File: src/rtl/bitbranch_eval.sv
module bitbranch_eval #(
  parameter int XLEN = 64,
  parameter int OFFW = 16
) (
  input  logic            clk,
  input  logic            rst,
  input  logic [31:0]     instr,
  input  logic [XLEN-1:0] pc,
  input  logic [XLEN-1:0] src,
  input  logic            in_slot,
  output logic [4:0]      reg_sel,
  output logic            hit,
  output logic            take,
  output logic [XLEN-1:0] target,
  output logic            slot_req,
  output logic            ri_exc
);
  localparam int IDXW = $clog2(XLEN);
  localparam int EXTW = XLEN - OFFW - 2;

  logic            is_br;
  logic            ok;
  logic [IDXW-1:0] idx;
  logic            tbit;
  logic            cond;
  logic [XLEN-1:0] disp;
  logic [XLEN-1:0] tgt_n;

  assign reg_sel = instr[25:21];
  assign is_br   = (instr[31:30] == 2'b11) && (instr[27:26] == 2'b10);
  assign ok      = is_br && !in_slot;
  assign idx     = IDXW'({instr[28], instr[20:16]});
  assign tbit    = src[idx];
  assign cond    = instr[29] ? tbit : !tbit;
  assign disp    = {{EXTW{instr[OFFW-1]}}, instr[OFFW-1:0], 2'b00};
  assign tgt_n   = pc + XLEN'(4) + disp;

  always_ff @(posedge clk) begin
    if (rst) begin
      hit      <= 1'b0;
      take     <= 1'b0;
      target   <= '0;
      slot_req <= 1'b0;
      ri_exc   <= 1'b0;
    end else begin
      hit      <= is_br;
      take     <= ok && cond;
      target   <= ok ? tgt_n : '0;
      slot_req <= ok;
      ri_exc   <= is_br && in_slot;
    end
  end

  a_r1_decode: assert property (@(posedge clk) disable iff (rst)
    (instr[31:30] == 2'b11 && instr[27:26] == 2'b10) |=> hit);

  a_r6_slot_request: assert property (@(posedge clk) disable iff (rst)
    (hit && !ri_exc) |-> slot_req);

  a_r7_exc_blocks: assert property (@(posedge clk) disable iff (rst)
    ri_exc |-> (hit && !take && !slot_req && target == '0));

  a_r7_exc_source: assert property (@(posedge clk) disable iff (rst)
    (instr[31:30] == 2'b11 && instr[27:26] == 2'b10 && in_slot) |=> ri_exc);

  a_r8_idle: assert property (@(posedge clk) disable iff (rst)
    !hit |-> (!take && !slot_req && !ri_exc && target == '0));

  a_r9_take_stable: assert property (@(posedge clk) disable iff (rst)
    ($stable(instr) && $stable(src) && $stable(in_slot) && hit) |=> $stable(take));
endmodule

File: config.mk
export PLATFORM = sky130hd
export DESIGN_NAME = bitbranch_eval
export DESIGN_NICKNAME = d
export VERILOG_FILES = /design/src/rtl/bitbranch_eval.sv
export SDC_FILE = /design/constraint.sdc
export NUM_CORES = 1
export LEC_CHECK = 0
export ABC_AREA = 1
export CELL_PAD_IN_SITES_DETAIL_PLACEMENT = 2
export CELL_PAD_IN_SITES_GLOBAL_PLACEMENT = 2
export CORE_UTILIZATION = 33
export DETAILED_ROUTE_END_ITERATION = 16
export DONT_BUFFER_PORTS = 1
export PLACE_DENSITY = 0.81
export SYNTH_ARGS = -nofsm -noshare
export SYNTH_HDL_FRONTEND = slang
export SYNTH_SLANG_ARGS = --single-unit
File: constraint.sdc
create_clock -name clk -period 2.5 [get_ports clk]
set_input_delay 0.5 -clock clk [delete_from_list [all_inputs] [get_ports clk]]
set_output_delay 0.5 -clock clk [all_outputs]
set_load 0.02 [all_outputs]
# == Word-level counts from Yosys, hierarchy flattened ==
# Cells that the tools add are included.
# Widths: inputs -> output; s select.
# classes
n_addsub,2
div,0
magnitude_cmp,1
shifts,0
n_eq_ne,2
n_reduce_logical,7
bitwise,1
multipliers,0
muxes,3
# op_table
cell,n
$add 64x3->64 const B,1
$add 64x64->64,1
$lt 6x7->1 const B,1
$bmux 1 s6,1
$eq 2x2->1 const B,2
$logic_and 1x1->1,4
$logic_not 1->1,2
$mux 1,2
$reduce_or 2->1,1
$not 1->1,1
# totals
n_memories,0
latchBits,0
romBits,0
out_inout_bits,73
mem_bits_rw,0
input_bits,163
reg_bits,68

# == Longest topological paths before layout ==
# Gate-level depths: netlist of the first run.
# depth
ltp_word,5
depth_mapped,18
mapped_depth_nobuf,18

# == Worst setup path before layout of the first run ==
# OpenSTA, ideal clock, no wires.
# synth_path
path_type,input-to-reg
from,in instr[1]
to,reg target[59]
required_ns,2.385
slack_ns,0.150
t_arrival_ns,2.235
cell_stages,15
setup_time_ns,0.115
path_cell_list,ha_1 ha_1 fa_1 nand2_1 inv_1 nand2_1 nand3_2 nand2_1 nand2_1 nand3_1 nand3b_1 nand2_1 nand3_1 nand2_1 nor2_1
# synth_between
elab_chain_len,1
# synth_rtl
item,line,rtl
from (decl),7,"input logic [31:0] instr,"
$add 64x64->64,36,assign tgt_n = pc + XLEN'(4) + disp;
to (signal assigned),48,target <= ok ? tgt_n : '0;
to (decl),14,"output logic [XLEN-1:0] target,"
# Every way passes these cells.
# A chain may end at the register's enable or synchronous reset.

# == Worst setup path in the final report of the first run ==
# layout_path
from,in instr[15]
to,reg target[30]
# The elaborated chain is that of the path after synthesis.

==> results of run 1 <==
-- cell usage after synthesis, types with 6 or more instances --
master    instances  area [µm²]
o21ai_0          50         250
o21ai_1           6        30.0
nor2_1          147         552
dfxtp_1          68        1360
buf_4            11        82.6
nor3_1            6        30.0
a21oi_1         118         591
buf_2             8        40.0
ha_1            121        1510
nand3_2           6        60.1
inv_1           215         807
o21bai_1          7        52.6
nor2_2           12        75.1
nand2_1         494        1850
nand2_2          10        62.6
nand3_1         101         505
-- registers in the layout, summed over array words and instances (netlist names) --
| register | flops |
|---|---|
| hit | 1 |
| ri_exc | 1 |
| slot_req | 1 |
| take | 1 |
| target | 64 |
-- per-layer routing --
layer  wire (µm)  vias up  track usage (%)
met5           0        -                0
met4        1340        0             13.3
met3        1740       70             5.24
met2       18400      227             53.2
met1       16000     4681             34.5
li1            -     4674                -
-- kinds of logic after synthesis --
| group | share of synthesized area (%) |
|---|---|
| XOR/XNOR | 0.215 |
| flip-flops | 16.7 |
| adder cells (fa/ha/maj) | 18.8 |
| AO/OA/AOI/OAI | 11.8 |
| buffers and inverters | 11.9 |
| AND/OR/NAND/NOR | 40.5 |
-- what timing repair did --
item / 4_1_cts / 5_1_grt
gates resized for setup: 0 / 2
setup endpoints to repair: 0 / 1
buffers inserted: 0 / 0
-- cell usage in the layout (no fill, tap or decap), drive strengths merged, types with 2 or more instances in the layout --
cell,Yosys,final
nor4,5,5
o21a,3,3
o21ai,56,56
and2,2,2
nand3,107,107
o21bai,7,7
clkinv,0,2
diode,0,6
ha,121,121
nor3,11,11
nand2,504,504
inv,220,221
nor2,159,159
a21oi,119,119
nand3b,4,4
nand4,5,5
buf,20,94
clkbuf,2,9
dfxtp,68,68
bufinv,0,3
-- metrics by stage --
step           utilization (%)  area, µm²
6_report                  39.2       9500
4_1_cts                   39.1       9480
5_1_grt                   39.1       9490
2_1_floorplan                -       8140
3_3_place_gp              37.7       9130
3_5_place_dp              37.7       9130
-- worst min-delay path by stage --
stage                        end
2_1_floorplan  ri_exc$_SDFF_PP0_
3_3_place_gp   ri_exc$_SDFF_PP0_
3_5_place_dp   ri_exc$_SDFF_PP0_
4_1_cts        ri_exc$_SDFF_PP0_
5_1_grt        ri_exc$_SDFF_PP0_
6_report       ri_exc$_SDFF_PP0_
-- critical path: cells and delay by family --
family | cells | cell delay [ps]
AOI/OAI and AO/OA | 4 | 750
and+or+nand+nor | 4 | 470
adders and majority gates | 2 | 710
buffers and inverters | 2 | 150
-- cell type report --
cell class              count  area [µm²]  share of cell area (%)
clock buffers               9         225                    2.37
diodes                      6        15.0                   0.158
well taps                 324         405                    4.27
clock inverters             7         124                    1.30
repair buffers             94         718                    7.56
inverters                 220         826                    8.69
flip-flops and latches     68        1360                    14.3
multi-input cells        1108        5820                    61.3
-- where the power goes --
group	internal, mW	total (mW)	switching, mW
sequential	1.09	1.11	0.0177
combinational	0.724	2.06	1.34
clock	0.983	1.59	0.611
total	2.80	4.77	1.97
==> flow_summary.yaml, run 1 <==
worst_setup_path:
  worst_ep_arrival_time_ps: 2600
  cpMostUsedCell: "nand2_1"
  crit_path_end_kind: "register"
  crit_start: "instr[15]"
  critPathCapture: "target[30]$_SDFF_PP0_"
  required_ps: 2720
  cpMaxStageDelayCell: "ha_1"
  worstSetupStartpointType: "input pin"
  path_class: "input pin to register"
  crit_chain: "ha_1, ha_1, nand2_1, inv_1, nand2_1, nand2_1, a21oi_1, inv_1, a21oi_1, nand2_1, o21ai_0, a21oi_1"
  cp_max_fo: 47
  slowest_delay_ps: 390
global_route:
  overflow: 0
  grt_pass1_vias: 11000
  grtUsageTotal_pct: 29.8
  grt_pass1_wl_um: 58700
  antenna_found_initial: 5
  grt_max_degree: 48
clock_network:
  clk_pin_slew_worst_paths_ps: 60
  clkSinkCount: 68
  cts_htree_levels: 3
  ctsLongestPathBuffers: 2
  cts_hold_buffers: 0
  cts_tree: "done"
  cts_made_buffers: 9
  cts.root.buffer_cell: "clkbuf_16"
power:
  total_power_mw: 4.77
  pwr_density_cell_mw_per_mm2: 502
  ir_drop_mv: 0.273
  total_leakage_power_nw: 5.30
run_status:
  outcome: "complete, no violations"
synth:
  synth_nets: 1703
  ys.flop_type: "dfxtp_1"
  syn_inst: 1418
  synth-warning-count: 0
  syn_avg_cell_area_um2: 5.74
  synth-seq-area-share_pct: 16.7
  ys_ff_latch: 68
  synthArstFlopShare_pct: 0
  synth_edf_count: 0
  synthDistinctLibCells: 31
  synth_area_mm2: 0.00814
timing:
  setup_slack_ps: 116
  relSlewSlack_pct: 61.2
  rsz0062_at_grt: "false"
  slew_viol_final: 0
  setup_viol: 0
  worstMarginPinSlew_ps: 575
  fmax_ghz: 0.419
  fin_crit_sh_pct: 95.4
  holdWs_ps: 209
  hold_viol_final: 0
  fin_crit_ps: 2380
  tns_ps: 0
run:
  max-cap-violations: 0
floorplanning:
  core_area_mm2: 0.0242
  rows: 57
  die_w_um: 159
  io-pin-count: 236
  initial_utilization_pct: 33.6
  die_y_um: 159
  dieArea_mm2: 0.0253
place:
  dp.cells: 1814
  dp_hpwl_um: 30900
  place_ws_ps: -191
  gp_congestion: 0.915
  io_buffers: 0
route:
  vias: 9652
  via_per_inst: 5.26
  wl_um: 37400
  detail-route-antenna-nets: 0
  wl_per_cell_um: 20.4
  first_pass_iters: 4
  drtIter0Drc: 371
  drc: 0
min_path:
  hold_path_class: "input pin to register"
  min_from: "rst"
  hold_depth: 1
finish:
  drive_above_1_share_pct: 10.0
  instances_no_fill: 1836
  fillers: 3101
  area_delta_synth_final_pct: 16.7
  layout.nets: 1786
No activity file was read; power rests on OpenSTA's default activity.
==> inputs of run 2 (changes only) <==
Settings changed: ABC_CLOCK_PERIOD_IN_PS set to 2500, BUFFER_PORTS_ARGS set to -buffer_cell sky130_fd_sc_hd__buf_2, CORE_UTILIZATION 33 to 27, DONT_BUFFER_PORTS 1 to not set.
==> run 2 against run 1 <==
  * The run now ends with setup timing left
  * Utilization rose by 4.5 points
  * Clock power grew 5%
  * Count of clock-buffer cells in the layout rose by 1
  * Critical path type unchanged
  * Cell count is 20% higher
==> flow_summary.yaml, run 2 (synthesized netlist as in run 1, its figures left out) <==
run_status:
  outcome: "finished with violations"
  violations: "setup timing"
finish:
  largest_reg_flops: 64
  diodes: 0
  fillers: 3561
  layout_commonest_cell: "nand2_1"
  top_register: "target"
  area_delta_synth_final_pct: 58.9
  instances_no_fill: 2203
  layout.nets: 2093
  drive_above_1_share_pct: 38.2
  final_cell_mix: "435 x nand2_1, 224 x buf_2, 211 x inv_1, 171 x buf_4, 104 x nor2_1"
worst_setup_path:
  worstSetupStartpointType: "input pin"
  required_ps: 2760
  cp_max_fo: 4
  path_class: "input pin to register"
  crit_path_end_kind: "register"
  worst_ep_arrival_time_ps: 3050
global_route:
  grt_pass1_wl_um: 73600
  antenna_found_initial: 0
  grt_max_degree: 45
  grt_pass1_vias: 12900
  grtUsageTotal_pct: 31.6
  overflow: 0
timing:
  relSlewSlack_pct: 63.0
  worstMarginPinSlew_ps: 554
  hold_viol_final: 0
  fin_crit_ps: 2790
  fmax_ghz: 0.358
  slew_viol_final: 0
  rsz0062_at_grt: "true"
  tns_ps: -3030
  fin_crit_sh_pct: 112
  setup_viol: 33
  setup_slack_ps: -291
min_path:
  hold_path_class: "input pin to register"
  hold_depth: 2
  min_to: "ri_exc$_SDFF_PP0_"
  min_from: "rst"
floorplanning:
  die_w_um: 176
  rows: 63
  io-pin-count: 236
  core_area_mm2: 0.0296
  initial_utilization_pct: 27.5
  die_y_um: 176
  dieArea_mm2: 0.0309
route:
  detail-route-antenna-nets: 0
  via_per_inst: 5.51
  wl_per_cell_um: 27.4
  wl_um: 60300
  first_pass_iters: 5
  drtIter0Drc: 767
  drc: 0
  vias: 12100
power:
  total_leakage_power_nw: 6.85
  total_power_mw: 6.23
  pwr_density_cell_mw_per_mm2: 481
  ir_drop_mv: 0.339
place:
  io_buffers: 225
  dp.cells: 2179
  dp_hpwl_um: 35700
  gp_congestion: 0.866
clock_network:
  cts_htree_levels: 3
  cts.root.buffer_cell: "clkbuf_16"
  clkSinkCount: 68
  ctsLongestPathBuffers: 2
  cts_made_buffers: 9
  clk_pin_slew_worst_paths_ps: 70
  cts_hold_buffers: 0
  cts_tree: "done"
run:
  max-cap-violations: 0
run 2: worst max-delay path by stage:
stage	slack, ps	to	startpoint
after floorplan	150	target[59]$_SDFF_PP0_	instr[1]
after global placement	-540	target[40]$_SDFF_PP0_	instr[15]
after detailed placement	-660	target[40]$_SDFF_PP0_	instr[15]
after CTS	-8	target[53]$_SDFF_PP0_	instr[15]
after global routing	-310	target[57]$_SDFF_PP0_	instr[14]
final	-290	target[57]$_SDFF_PP0_	instr[14]
run 2: layout make-up:
class / count / area [µm²] / share of cell area [%]
flip-flops and latches: 68 / 1360 / 10.5
clock inverters: 6 / 95.1 / 0.735
clock buffers: 10 / 239 / 1.85
well taps: 390 / 488 / 3.77
multi-input cells: 1108 / 7400 / 57.2
inverters: 220 / 826 / 6.38
repair buffers: 401 / 2530 / 19.6
run 2: report_power, final:
| part | switching [mW] | internal [mW] |
|---|---|---|
| combinational | 2.15 | 1.31 |
| clock | 0.758 | 0.915 |
| sequential | 0.00450 | 1.09 |
run 2: critical path, stage by stage:
cell	delay, ps
buf_2	110
ha_1	320
ha_1	500
nand2_1	230
nor2_1	310
inv_1	130
o21ai_0	260
nand2_1	130
nand3_2	140
nand2_1	100
a21oi_1	210
nor2_1	90
run 2: per-layer routing:
layer | part of all wire [%] | vias up | track usage [%]
met1 | 40 | 6095 | 35.5
met5 | 0 | - | 0
met2 | 49 | 562 | 56.6
met4 | 5.6 | 0 | 16.6
li1 | - | 5277 | -
met3 | 5.8 | 208 | 5.48
run 2: repair_timing:
| item | 4_1_cts | 5_1_grt |
|---|---|---|
| setup buffers | 1 | 4 |
| endpoints found under the setup margin | 42 | 46 |
| resized for setup | 107 | 222 |
| gates cloned | 1 | 2 |
| pin swaps | 7 | 16 |
run 2: stage by stage:
stage / setup slack, ps / instance area, µm² / utilization (%) / hold slack (ps)
finish: -291 / 12900 / 43.7 / 303
global route: -305 / 12900 / 43.7 / 308
CTS: -8.33 / 11800 / 39.8 / 316
detailed placement: -657 / 10900 / 36.8 / 702
global placement: -541 / 10900 / 36.8 / 686
floorplan: 150 / 8140 / - / 572
